## src/rtl/ring_dma_pkg.sv

```systemverilog
package ring_dma_pkg;

  typedef enum logic [1:0] {
    SEL_BASE  = 2'd0,
    SEL_COUNT = 2'd1,
    SEL_CTRL  = 2'd2
  } reg_sel_e;

  localparam int CTRL_RUN_BIT  = 0;
  localparam int CTRL_RING_BIT = 1;

  typedef enum logic {
    CH_IDLE = 1'b0,
    CH_RUN  = 1'b1
  } ch_state_e;

endpackage

```

## src/rtl/ring_dma_cfg.sv

```systemverilog
module ring_dma_cfg
  import ring_dma_pkg::*;
#(
  parameter int AW = 16,
  parameter int CW = 16,
  parameter int RW = 32
) (
  input  logic          clk,
  input  logic          rst_ni,
  input  logic          reg_wr,
  input  logic [1:0]    reg_sel,
  input  logic [RW-1:0] reg_wdata,
  output logic [AW-1:0] prog_base,
  output logic [CW-1:0] prog_count,
  output logic          ctrl_wr,
  output logic          ctrl_run,
  output logic          ctrl_ring
);

  logic          base_ce, count_ce;
  logic [AW-1:0] base_d, base_q;
  logic [CW-1:0] count_d, count_q;

  always_comb begin
    base_ce   = reg_wr && (reg_sel == SEL_BASE);
    count_ce  = reg_wr && (reg_sel == SEL_COUNT);
    ctrl_wr   = reg_wr && (reg_sel == SEL_CTRL);
    base_d    = reg_wdata[AW-1:0];
    count_d   = reg_wdata[CW-1:0];
    ctrl_run  = reg_wdata[CTRL_RUN_BIT];
    ctrl_ring = reg_wdata[CTRL_RING_BIT];
  end

  always_ff @(posedge clk or negedge rst_ni) begin
    if (!rst_ni) begin
      base_q <= '0;
    end else if (base_ce) begin
      base_q <= base_d;
    end
  end

  always_ff @(posedge clk or negedge rst_ni) begin
    if (!rst_ni) begin
      count_q <= '0;
    end else if (count_ce) begin
      count_q <= count_d;
    end
  end

  assign prog_base  = base_q;
  assign prog_count = count_q;

endmodule

```

## src/rtl/ring_dma_ctr.sv

```systemverilog
module ring_dma_ctr #(
  parameter int AW = 16,
  parameter int CW = 16
) (
  input  logic          clk,
  input  logic          rst_ni,
  input  logic          load,
  input  logic          reload,
  input  logic          beat,
  input  logic [AW-1:0] prog_base,
  input  logic [CW-1:0] prog_count,
  output logic [AW-1:0] cur_addr,
  output logic [CW-1:0] rem_cnt,
  output logic          last
);

  localparam logic [AW-1:0] ADDR_STEP = AW'(1);
  localparam logic [CW-1:0] CNT_ONE   = CW'(1);

  logic          ce;
  logic [AW-1:0] addr_d, addr_q;
  logic [CW-1:0] rem_d, rem_q;

  always_comb begin
    ce     = load || reload || beat;
    addr_d = addr_q;
    rem_d  = rem_q;
    if (load || reload) begin
      addr_d = prog_base;
      rem_d  = prog_count;
    end else if (beat) begin
      addr_d = addr_q + ADDR_STEP;
      rem_d  = rem_q - CNT_ONE;
    end
  end

  always_ff @(posedge clk or negedge rst_ni) begin
    if (!rst_ni) begin
      addr_q <= '0;
      rem_q  <= '0;
    end else if (ce) begin
      addr_q <= addr_d;
      rem_q  <= rem_d;
    end
  end

  assign cur_addr = addr_q;
  assign rem_cnt  = rem_q;
  assign last     = (rem_q == CNT_ONE);

endmodule

```

## src/rtl/ring_dma_fsm.sv

```systemverilog
module ring_dma_fsm
  import ring_dma_pkg::*;
(
  input  logic clk,
  input  logic rst_ni,
  input  logic ctrl_wr,
  input  logic ctrl_run,
  input  logic ctrl_ring,
  input  logic count_nz,
  input  logic beat,
  input  logic last,
  output logic run,
  output logic ring,
  output logic load,
  output logic reload,
  output logic irq
);

  ch_state_e state_d, state_q;
  logic      ring_d, ring_q;
  logic      irq_d, irq_q;

  always_comb begin
    state_d = state_q;
    ring_d  = ring_q;
    load    = 1'b0;
    reload  = 1'b0;
    irq_d   = beat && last;
    unique case (state_q)
      CH_IDLE: begin
        if (ctrl_wr && ctrl_run && count_nz) begin
          state_d = CH_RUN;
          ring_d  = ctrl_ring;
          load    = 1'b1;
        end
      end
      CH_RUN: begin
        if (beat && last) begin
          if (ring_q) begin
            reload = 1'b1;
          end else begin
            state_d = CH_IDLE;
          end
        end
        if (ctrl_wr && !ctrl_run) begin
          state_d = CH_IDLE;
        end
      end
      default: state_d = CH_IDLE;
    endcase
  end

  always_ff @(posedge clk or negedge rst_ni) begin
    if (!rst_ni) begin
      state_q <= CH_IDLE;
      ring_q  <= 1'b0;
      irq_q   <= 1'b0;
    end else begin
      state_q <= state_d;
      ring_q  <= ring_d;
      irq_q   <= irq_d;
    end
  end

  assign run  = (state_q == CH_RUN);
  assign ring = ring_q;
  assign irq  = irq_q;

endmodule

```

## src/rtl/ring_dma_chan.sv

```systemverilog
module ring_dma_chan #(
  parameter int AW = 16,
  parameter int CW = 16,
  parameter int DW = 32,
  parameter int RW = 32
) (
  input  logic          clk,
  input  logic          rst_n,
  input  logic          reg_wr,
  input  logic [1:0]    reg_sel,
  input  logic [RW-1:0] reg_wdata,
  input  logic          src_valid,
  input  logic [DW-1:0] src_data,
  output logic          src_ready,
  input  logic          mem_stall,
  output logic          mem_we,
  output logic [AW-1:0] mem_addr,
  output logic [DW-1:0] mem_wdata,
  output logic          irq
);

  logic [1:0]    rst_sync_q;
  logic          rst_ni;
  logic [AW-1:0] prog_base;
  logic [CW-1:0] prog_count;
  logic          ctrl_wr, ctrl_run, ctrl_ring;
  logic          run_q, ring_q, load, reload;
  logic [AW-1:0] cur_addr;
  logic [CW-1:0] rem_cnt;
  logic          last, beat, count_nz;

  always_ff @(posedge clk or negedge rst_n) begin
    if (!rst_n) begin
      rst_sync_q <= 2'b00;
    end else begin
      rst_sync_q <= {rst_sync_q[0], 1'b1};
    end
  end
  assign rst_ni = rst_sync_q[1];

  ring_dma_cfg #(.AW(AW), .CW(CW), .RW(RW)) u_cfg (
    .clk        (clk),
    .rst_ni     (rst_ni),
    .reg_wr     (reg_wr),
    .reg_sel    (reg_sel),
    .reg_wdata  (reg_wdata),
    .prog_base  (prog_base),
    .prog_count (prog_count),
    .ctrl_wr    (ctrl_wr),
    .ctrl_run   (ctrl_run),
    .ctrl_ring  (ctrl_ring)
  );

  ring_dma_fsm u_fsm (
    .clk       (clk),
    .rst_ni    (rst_ni),
    .ctrl_wr   (ctrl_wr),
    .ctrl_run  (ctrl_run),
    .ctrl_ring (ctrl_ring),
    .count_nz  (count_nz),
    .beat      (beat),
    .last      (last),
    .run       (run_q),
    .ring      (ring_q),
    .load      (load),
    .reload    (reload),
    .irq       (irq)
  );

  ring_dma_ctr #(.AW(AW), .CW(CW)) u_ctr (
    .clk        (clk),
    .rst_ni     (rst_ni),
    .load       (load),
    .reload     (reload),
    .beat       (beat),
    .prog_base  (prog_base),
    .prog_count (prog_count),
    .cur_addr   (cur_addr),
    .rem_cnt    (rem_cnt),
    .last       (last)
  );

  assign count_nz  = |prog_count;
  assign src_ready = run_q && !mem_stall;
  assign beat      = src_valid && src_ready;
  assign mem_we    = beat;
  assign mem_addr  = cur_addr;
  assign mem_wdata = src_data;

endmodule

```

## config.mk

```make
export PLATFORM = sky130hd
export DESIGN_NAME = ring_dma_chan
export DESIGN_NICKNAME = d
export VERILOG_FILES = /design/src/rtl/ring_dma_pkg.sv /design/src/rtl/ring_dma_cfg.sv /design/src/rtl/ring_dma_ctr.sv /design/src/rtl/ring_dma_fsm.sv /design/src/rtl/ring_dma_chan.sv
export SDC_FILE = /design/constraint.sdc
export NUM_CORES = 1
export LEC_CHECK = 0
export ABC_AREA = 1
export BUFFER_PORTS_ARGS = -buffer_cell sky130_fd_sc_hd__buf_4
export CORE_MARGIN = 1.5
export CORE_UTILIZATION = 52
export DETAILED_ROUTE_END_ITERATION = 8
export HOLD_SLACK_MARGIN = 0.02
export PLACE_DENSITY = 0.79
export SLEW_MARGIN = 40
export SYNTH_ARGS = -nofsm -noshare
export SYNTH_HDL_FRONTEND = slang
export SYNTH_SLANG_ARGS = --single-unit
```

## constraint.sdc

```tcl
create_clock -name clk -period 2.43 [get_ports clk]
set_clock_uncertainty 0.05 [all_clocks]
set_input_delay 0.486 -clock clk [delete_from_list [all_inputs] [get_ports clk]]
set_output_delay 0.486 -clock clk [all_outputs]
set_load 0.03 [all_outputs]
```

==> metrics.md, run 1 <==
| Metric | Value |
|---|---|
| Slew @ Worst Pin | about 0.62 ns |
| Pint | 0.00246 W |
| Asr flop ratio synth | 1.00 |
| Sw power | 0.00184 W |
| Fin worst setup slack | roughly 0.52 ns |
| Status | finished clean |
| Seq/Total Area, Yosys | 0.433 |
| Core Region | 7330 um^2 |
| Hold Vio Cnt, Final | 0 |
| Largest net degree at the start of global routing | between 40 and 50 |
| First-pass GRT wire length | roughly 15 mm |
| Unique masters post-synth | 28 |
| CP arrival | 2.09 ns |
| Drt pass-1 iters | 5 |
| Vias per Instance | 5.41 |
| Most frequent CP cell | nand2_1 |
| Share of cells above drive strength 1 | 0.146 |
| Multi-input gate area | between 1500 and 2000 um^2 |
| RD Place Congestion | between 0.9 and 1 |
| Period utilization | 0.784 |
| Setup violators final | 0 |
| Max-cap check violation count | 0 |
| TritonCTS Buffers | 9 |
| Rel. slew slack | 0.585 |
| CP max stage cell | dfrtp_1 |
| Required @ worst endpoint | between 2 and 3 ns |
| Total Wirelength | between 8 and 9 mm |
| Num ports | around 120 |
| Floorplan die width | 90.6 um |
| Fmax | ~520 MHz |
| Cell leakage power | between 2 and 2.5 nW |
| Sequential power share | 0.439 |
| Peak VDD IR | 0.433 mV |
| #FFs+latches synth | between 60 and 70 |
| Iter 0 DRT Violations | 325 |
| Filler instances | 650 |
| Setup crit start | u_ctr.rem_cnt[1]$_DFFE_PN0P_ |
| Clock sink count | about 70 |
| Postcts setup bufs | 0 |
| Buffers on Ports | 41 |
| Post-DRT Antenna Nets | 0 |
| Placement Rows | 31 |
| Drt drc | 0 |
| Logic pwr share | 0.369 |
| H-tree levels | 3 |
| CP Launch Type | flop |
| CTS tree | done |
| Vias | between 3000 and 4000 |
| N_diodes | 0 |
| Full die area | between 8000 and 9000 um^2 |
| Register Area | roughly 1700 um^2 |
| Clock group share of total power | 0.192 |
| Sw Share | 0.428 |
| Routed len/inst | ~14 um |
| Initial antenna violation count | 0 |
| Initial Utilization | 0.544 |
| Post-route design area | 4310 um^2 |
| Buffers & Inverters on Critical Path | 2 |
| CTS clock-pin slew for the worst setup and hold paths | about 0.08 ns |
| Placed cell areas | between 4000 and 5000 um^2 |
| CTS resizes | 0 |
| Nets | ~600 |
| Critical Path End Type | flop |
| Die H | approximately 91 um |
| Total global routing overflow | 0 |
| RSZ-0062 raised after global routing | no |
| Vias in the first global route | slightly above 3000 |
| Skew-Pair Late Insertion Delay | between 0.3 and 0.4 ns |
| YS warnings | 0 |
| Syn Inst Count | 527 |
| Pre-CTS WS | about 0.45 ns |
| Family with the most delay on the worst path | simple AND/OR/NAND/NOR gates |
| Mapped Area | roughly 4000 um^2 |
| Area Growth Syn to Fin | 8.04% |
| Critical Path, Cell by Cell | inv_1 -> ha_1 -> nand2_1 -> nor2_4 -> nand4_4 -> nand2_4 -> inv_2 -> nand2_1 -> nand2_1 |
| Power Density | about 1000 nW/um^2 |
| Ys flop type | dfrtp_1 |
| Number of synthesized flops with an enable pin | 0 |
| Minimum clock period after layout | 1.91 ns |
| Synthesized area per cell | between 7 and 8 um^2 |
| Setup TNS | 0 ns |
| Syn_nets | 601 |
| R2R Path Start | u_ctr.rem_cnt[1]$_DFFE_PN0P_ |
| Hold WC Path Type | flop to asynchronous set/reset pin |
| Total track usage | 0.225 |
| Worst stage delay on the critical path | ~0.42 ns |
| Utilization after layout | 0.587 |
| Root Buffer | clkbuf_8 |
| Pins Over Slew Limit | 0 |
| Critical path peak fanout | 41 |
| Worst setup path class | flop to flop |
| Detailed Place HPWL | ~6.3 mm |
| Bufs on Longest Clock Path | 2 |
[per-stage QoR]
stage / total power [W] / std cells / hold slack, ns
finish: 0.00430 / 639 / 0.238
global route: 0.00458 / 639 / 0.301
CTS: 0.00428 / 639 / 0.256
detailed placement: 0.00347 / 622 / 0.221
global placement: 0.00340 / 622 / 0.218
floorplan: 0.00305 / 527 / 0.140
[worst paths after layout]
check | to | slack (ns) | cells after the start
max in group asynchronous | u_fsm.irq$_DFF_PN0_ | 1.46 | 1
max reg2reg | u_ctr.rem_cnt[7]$_DFFE_PN0P_ | 0.52 | 9
min | u_cfg.prog_count[2]$_DFFE_PN0P_ | 0.24 | 0
min reg2reg | u_cfg.prog_count[2]$_DFFE_PN0P_ | 0.24 | 0
min in group clk | rst_sync_q[1]$_DFF_PN0_ | 0.30 | 0
max | u_ctr.rem_cnt[7]$_DFFE_PN0P_ | 0.52 | 9
[synthesized netlist by cell type, types with 3 or more instances]
master | n | area, um^2
inv_2 | 3 | 11.3
nand4_1 | 37 | 231
ha_1 | 3 | 37.5
clkbuf_1 | 6 | 22.5
buf_6 | 4 | 45.0
buf_4 | 32 | 240
nand3b_1 | 4 | 30.0
o21ai_0 | 44 | 220
dfrtp_1 | 69 | 1730
nor3_1 | 3 | 15.0
nor2_1 | 44 | 165
nand3_1 | 28 | 140
xnor2_1 | 6 | 52.6
buf_2 | 8 | 40.0
nand2_1 | 148 | 556
inv_1 | 58 | 218
nor2_2 | 6 | 37.5
o21ai_1 | 3 | 15.0
xor2_1 | 11 | 96.3
[placed cells by master, fill, tap and decap left out, drive strengths merged]
cell type      n
clkbuf        10
nand2        150
clkinv         5
inv           61
buf           48
conb           1
ha             3
o21ai         48
dfrtp         69
dlygate4sd3    1
nor3           3
nor2          51
nand3b         4
nand4         38
xor2          11
xnor2          6
clkinvlp       1
nand3         29
nor4           1
[flip-flops by register name (all words and copies together) (netlist names)]
name and count:
u_ctr.rem_cnt 16, u_fsm.run 1, u_cfg.prog_count 16, u_ctr.cur_addr 16, u_fsm.irq 1, u_fsm.ring 1
u_cfg.prog_base 16, rst_sync_q 2
[area by class of cell]
class                   count  area share
repair buffers             49      0.0889
clock inverters             6     0.00930
multi-input cells         345       0.389
well taps                  99      0.0288
inverters                  61      0.0532
flip-flops and latches     69       0.401
clock buffers              10      0.0296
[timing repair]
item / in CTS / in global routing
hold endpoints to repair: 2 / 0
hold buffers: 1 / 0
endpoints found under the setup margin: 0 / 0
[cell families after synthesis]
kind of cell	synth area share
other	0.000941
AOI/OAI and AO/OA	0.0612
xor gates and xnor gates	0.0374
adders and majority gates	0.00942
buffers and inverters	0.147
and+or+nand+nor	0.311
DFF	0.433
[metal layers]
metal	part of all wire	GRT usage
met1	0.45	0.300
met4	0.025	0.0860
met2	0.47	0.360
met3	0.058	0.0471
met5	0	0
[worst register-to-register path: stages, from the launching register on]
cell     delay [ns]
dfrtp_1        0.42
inv_1          0.09
ha_1           0.18
nand2_1        0.10
nor2_4         0.15
nand4_4        0.12
nand2_4        0.33
inv_2          0.19
nand2_1        0.11
nand2_1        0.05
[power by group through the flow]
stage               Sequential [W]  Combinational (W)  Clock (W)
global route               0.00193            0.00176   0.000888
CTS                        0.00187            0.00158   0.000826
global placement           0.00188            0.00152          0
detailed placement         0.00189            0.00157          0
finish                     0.00189            0.00159   0.000826
floorplan                  0.00203            0.00103          0
No activity file was read; power rests on OpenSTA's default activity.
==> run 2, diff against run 1 <==
--- a/config.mk
+++ b/config.mk
@@ -8,10 +8,10 @@
 export ABC_AREA = 1
 export BUFFER_PORTS_ARGS = -buffer_cell sky130_fd_sc_hd__buf_4
 export CORE_MARGIN = 1.5
-export CORE_UTILIZATION = 52
+export CORE_UTILIZATION = 47
 export DETAILED_ROUTE_END_ITERATION = 8
 export HOLD_SLACK_MARGIN = 0.02
-export PLACE_DENSITY = 0.79
+export PLACE_DENSITY = 0.75
 export SLEW_MARGIN = 40
 export SYNTH_ARGS = -nofsm -noshare
 export SYNTH_HDL_FRONTEND = slang
==> constraint.sdc (replaced) <==
create_clock -name clk -period 1.6 [get_ports clk]
set_clock_uncertainty 0.05 [all_clocks]
set_input_delay 0.32 -clock clk [delete_from_list [all_inputs] [get_ports clk]]
set_output_delay 0.32 -clock clk [all_outputs]
set_load 0.03 [all_outputs]
==> run 2 against run 1 <==
The run now ends with setup timing left. Hold slack got worse by 0.036 ns. Sequential share of layout area decreased by 5.2 points. Routed wire length increased by 17%. Non-clock buffer count increased by 46. Core utilization increased by 1.6 points. Flip-flop and latch count unchanged. Combinational power increased by 100%. Critical path type unchanged. Highest routed layer unchanged.
==> metrics.md, run 2 (synthesis results as in run 1) <==
| Metric | Value |
|---|---|
| Minimum clock period after layout | 1.63 ns |
| Fin worst setup slack | -0.0312 ns |
| Max-cap check violation count | 0 |
| Filler instances | roughly 700 |
| CP arrival | 1.82 ns |
| Routed len/inst | roughly 15 um |
| Period utilization | 1.02 |
| Required @ worst endpoint | about 1.8 ns |
| Post-DRT Antenna Nets | 0 |
| Placement Rows | 33 |
| Clock group share of total power | 0.212 |
| Critical Path End Type | flop |
| Bufs on Longest Clock Path | 2 |
| Largest net degree at the start of global routing | 68 |
| Worst setup path class | flop to flop |
| Tot Pwr | 0.00767 W |
| Buffers on Ports | between 40 and 50 |
| Core Region | 8220 um^2 |
| CTS clock-pin slew for the worst setup and hold paths | 0.09 ns |
| Die H | roughly 95 um |
| N_diodes | 0 |
| Fmax | about 600 MHz |
| Iter 0 DRT Violations | between 300 and 400 |
| RSZ-0062 raised after global routing | yes |
| Cell leakage power | roughly 2.5 nW |
| Drt drc | 0 |
| Setup violators final | 12 |
| Logic pwr share | 0.424 |
| Clock sink count | about 70 |
| Sw Share | 0.405 |
| Detailed Place HPWL | 6.95 mm |
| Sw power | ~0.0031 W |
| H-tree levels | 3 |
| Full die area | roughly 9000 um^2 |
| Drt pass-1 iters | 5 |
| Root Buffer | clkbuf_8 |
| Failing checks | setup timing |
| Num ports | 122 |
| Post-Layout Cell Count | about 690 |
| Vias in the first global route | roughly 3300 |
| Post-route design area | between 4000 and 5000 um^2 |
| CP Launch Type | flop |
| Total Wirelength | ~10 mm |
| TritonCTS Buffers | 9 |
| Sequential power share | 0.364 |
| Pins Over Slew Limit | 0 |
| Skew-Pair Late Insertion Delay | about 0.35 ns |
| Critical path peak fanout | 32 |
| Reg2Reg Setup Slack | -0.03 ns |
| Most frequent cells in the layout | 142 x nand2_1, 81 x buf_4, 64 x dfrtp_1 |
| Status | finished, violations left |
| Total global routing overflow | 0 |
| First-pass GRT wire length | ~16 mm |
| Pint | between 0.004 and 0.005 W |
| Nets | between 600 and 700 |
| Floorplan die width | around 95 um |
| Placed cell areas | between 4000 and 5000 um^2 |
| Hold Vio Cnt, Final | 0 |
| Power Density | between 1500 and 2000 nW/um^2 |
| Vias | around 3600 |
| Vias per Instance | between 5 and 6 |
| Hold WC Path Type | input port to flop |
| Peak VDD IR | between 0.6 and 0.7 mV |
| Initial antenna violation count | 0 |
| Total track usage | 0.231 |
| RD Place Congestion | just over 0.9 |
| CTS tree | done |
| Area Growth Syn to Fin | 24.5% |
| Inst Count DP | ~650 |
| Share of cells above drive strength 1 | 0.259 |
| Initial Utilization | 0.485 |
| Most common cell after layout, fill and taps aside | nand2_1 |
[run 2: timing repair]
action,CTS,global route
resized for setup,7,35
hold buffers,1,0
buffers inserted,4,14
gates cloned,0,4
endpoints found under the hold margin,2,0
setup endpoints to repair,17,35
pin swaps,4,12
[run 2: area by class of cell]
cell class,instances,area [um^2],share of cell area
clock buffer,9,124,0.0250
tap,105,131,0.0265
sequential,69,1730,0.349
clock inverter,7,98.8,0.0199
inverter,61,231,0.0467
timing repair buffer,95,860,0.173
multi-input combinational,346,1780,0.359
[run 2: routing by layer]
layer  wire length [um]  GRT usage  vias to the layer above
li1                   -          -                     1761
met2               4950      0.356                      161
met4                264      0.102                        0
met5                  0          0                        -
met1               4460      0.319                     1684
met3                728     0.0391                       26
[run 2: worst paths after layout]
check,startpoint,end,cells past startpoint
worst max register to register,u_ctr.rem_cnt[12]$_DFFE_PN0P_,u_ctr.cur_addr[2]$_DFFE_PN0P_,7
min in group asynchronous,rst_n,rst_sync_q[1]$_DFF_PN0_,2
worst max-delay path,u_ctr.rem_cnt[12]$_DFFE_PN0P_,u_ctr.cur_addr[2]$_DFFE_PN0P_,7
worst min-delay path,reg_wdata[15],u_cfg.prog_count[15]$_DFFE_PN0P_,3
max in group asynchronous,rst_sync_q[1]$_DFF_PN0_,u_ctr.rem_cnt[6]$_DFFE_PN0P_,1
worst min register to register,rst_sync_q[1]$_DFF_PN0_,u_cfg.prog_base[13]$_DFFE_PN0P_,1
[run 2: stage by stage]
step	util	worst slack (ns)	setup TNS, ns	hold slack [ns]
floorplan	-	0.0234	0	-0.0256
global placement	0.531	0.00547	0	0.0522
detailed placement	0.531	-0.0474	-0.296	0.0538
CTS	0.566	0.00728	0	0.197
global route	0.604	-0.115	-2.22	0.210
finish	0.604	-0.0312	-0.113	0.202
[run 2: power groups by stage]
stage                     logic, W  clock network, W  registers (W)
after floorplan            0.00156                 0        0.00308
after global placement     0.00281                 0        0.00277
after detailed placement   0.00287                 0        0.00280
after CTS                  0.00296           0.00162        0.00275
after global routing       0.00358           0.00170        0.00286
final                      0.00325           0.00162        0.00279
[run 2: critical path, cell delays in order (launching register included)]
cell     delay [ns]
dfrtp_1        0.42
nor2_2         0.14
nand2_1        0.11
nor2_4         0.16
nand4_4        0.19
buf_8          0.23
nand4_1        0.11
nand3_1        0.09
==> run 3, diff against run 2 <==
--- a/config.mk
+++ b/config.mk
@@ -12,6 +12,7 @@
 export DETAILED_ROUTE_END_ITERATION = 8
 export HOLD_SLACK_MARGIN = 0.02
 export PLACE_DENSITY = 0.75
+export REMOVE_ABC_BUFFERS = 1
 export SLEW_MARGIN = 40
 export SYNTH_ARGS = -nofsm -noshare
 export SYNTH_HDL_FRONTEND = slang
==> run 3 against run 2 <==
The run still ends with setup timing left. Critical path type unchanged. Setup slack better by 0.0035 ns. Maximum frequency increased by 0.22%. Total power down 3.1%. Non-clock buffer count down 1.
==> metrics.md, run 3 (synthesis results as in run 1) <==
| Metric | Value |
|---|---|
| Status | finished, violations left |
| Failing checks | setup timing |
| Peak VDD IR | 0.571 mV |
| Num ports | 122 |
| Fmax | just over 600 MHz |
| Hold path start | reg_wdata[15] |
| CTS clock-pin slew for the worst setup and hold paths | approximately 0.080 ns |
| Post-DRT Antenna Nets | 0 |
| Detailed Place HPWL | approximately 8.1 mm |
| Most common cell after layout, fill and taps aside | nand2_1 |
| Max-cap check violation count | 0 |
| Critical path peak fanout | 8 |
| Vias per Instance | approximately 5.4 |
| Buffers on Ports | 41 |
| Met2 GRT Util | 0.380 |
| Iter 0 DRT Violations | 288 |
| Total global routing overflow | 0 |
| Utilization after layout | 0.609 |
| RSZ-0062 raised after global routing | yes |
| Met1 usage | 0.355 |
| Worst setup path class | flop to flop |
| Core Region | between 8000 and 9000 um^2 |
| Total Wirelength | 12.0 mm |
| Setup violators final | 6 |
| TritonCTS Buffers | 9 |
| Filler instances | between 700 and 800 |
| Nets | about 650 |
| Initial Utilization | 0.485 |
| Root Buffer | clkbuf_8 |
| Clock sink count | roughly 70 |
| Pre-CTS WS | -0.0478 ns |
| Critical Path End Type | flop |
| First-pass GRT wire length | ~18 mm |
| Largest net degree at the start of global routing | approximately 70 |
| H-tree levels | 3 |
| RD Place Congestion | 0.905 |
| Skew-Pair Late Insertion Delay | 0.35 ns |
| Routed len/inst | 17.3 um |
| Fin worst setup slack | -0.0277 ns |
| R2R Path Start | u_ctr.rem_cnt[1]$_DFFE_PN0P_ |
| Drt pass-1 iters | 4 |
| Minimum clock period after layout | between 1.5 and 2 ns |
| Drt drc | 0 |
| Most frequent cells in the layout | 128 x nand2_1, 79 x buf_4, 64 x dfrtp_1 |
| Power Density | 1480 nW/um^2 |
| Area Growth Syn to Fin | 25.6% |
| CTS tree | done |
| Total track usage | 0.272 |
| Bufs on Longest Clock Path | 2 |
| M3 GR Usage | 0.156 |
| N_diodes | 0 |
| CP Launch Type | flop |
| Setup crit start | u_ctr.rem_cnt[1]$_DFFE_PN0P_ |
| Full die area | between 9000 and 10000 um^2 |
| Vias in the first global route | roughly 3400 |
| GR peak layer | met2 |
| Period utilization | 1.02 |
| Final hold slack | roughly 0.19 ns |
| CP arrival | around 1.8 ns |
| Cell leakage power | approximately 2.5 nW |
| Floorplan die width | around 95 um |
| Die H | between 90 and 100 um |
| Placement Rows | 33 |
| Initial antenna violation count | 0 |
| Pins Over Slew Limit | 0 |
| Share of cells above drive strength 1 | 0.303 |
| Hold WC Path Type | input port to flop |
| Hold Vio Cnt, Final | 0 |
| Vias | about 3700 |
| Required @ worst endpoint | about 1.8 ns |
==> run 3: cell count changes in the layout (fill, tap and decap cells not counted), sizes merged <==
cell,before,now
clkinv,3,4
bufinv,2,0
inv,62,61
clkinvlp,1,3
clkbuf,12,11
nand2,151,150
==> run 3: layout make-up <==
class	count	area (um^2)	share of cell area
well taps	105	131	0.0262
multi-input cells	345	1880	0.376
flip-flops and latches	69	1730	0.346
clock inverters	7	42.5	0.00850
repair buffers	94	861	0.172
clock buffers	9	124	0.0247
inverters	61	234	0.0467
==> run 3: final timing paths <==
| check | endpoint | cells after the start | slack [ns] |
|---|---|---|---|
| worst max-delay path | u_ctr.cur_addr[0]$_DFFE_PN0P_ | 10 | -0.03 |
| worst min-delay path | u_cfg.prog_base[15]$_DFFE_PN0P_ | 3 | 0.19 |
| worst max register to register | u_ctr.cur_addr[0]$_DFFE_PN0P_ | 10 | -0.03 |
| worst min register to register | u_ctr.rem_cnt[3]$_DFFE_PN0P_ | 1 | 0.23 |
| max in group asynchronous | u_ctr.cur_addr[3]$_DFFE_PN0P_ | 1 | 0.95 |
| min in group asynchronous | u_ctr.rem_cnt[3]$_DFFE_PN0P_ | 1 | 0.23 |
==> run 3: power breakdown <==
part	switching, W	total [W]	internal (W)
sequential	0.000555	0.00281	0.00226
combinational	0.00186	0.00338	0.00152
clock	0.000693	0.00124	0.000550
total	0.00311	0.00743	0.00432
==> run 3: routing by layer <==
metal | part of all wire | vias up
met1 | 0.43 | 1762
met4 | 0.016 | 4
met3 | 0.12 | 24
met5 | 0.0083 | -
li1 | - | 1756
met2 | 0.43 | 174
==> run 3: stage by stage <==
stage	cells	TNS (ns)	area (um^2)	total power, W
floorplan	475	-53.30	3630	0.00447
global placement	666	0	4480	0.00564
detailed placement	666	-0.437	4480	0.00576
CTS	685	-0.0716	4740	0.00704
global route	690	-1.59	5010	0.00793
finish	690	-0.0845	5010	0.00743
==> run 3: worst max-delay path: stages (launching register included) <==
cell,delay [ns]
dfrtp_1,0.41
inv_2,0.09
ha_4,0.15
nand2_4,0.06
nor2_4,0.15
nand4_4,0.15
nand2_8,0.17
buf_8,0.15
nand2_2,0.06
nand2_1,0.05
inv_1,0.03
==> run 3: timing repair <==
item / in CTS / in global routing
buffers inserted: 1 / 3
gates resized for setup: 11 / 65
hold buffers: 1 / 0
endpoints found under the setup margin: 25 / 34
hold endpoints to repair: 2 / 0
pin swaps: 3 / 18
gates cloned: 1 / 2
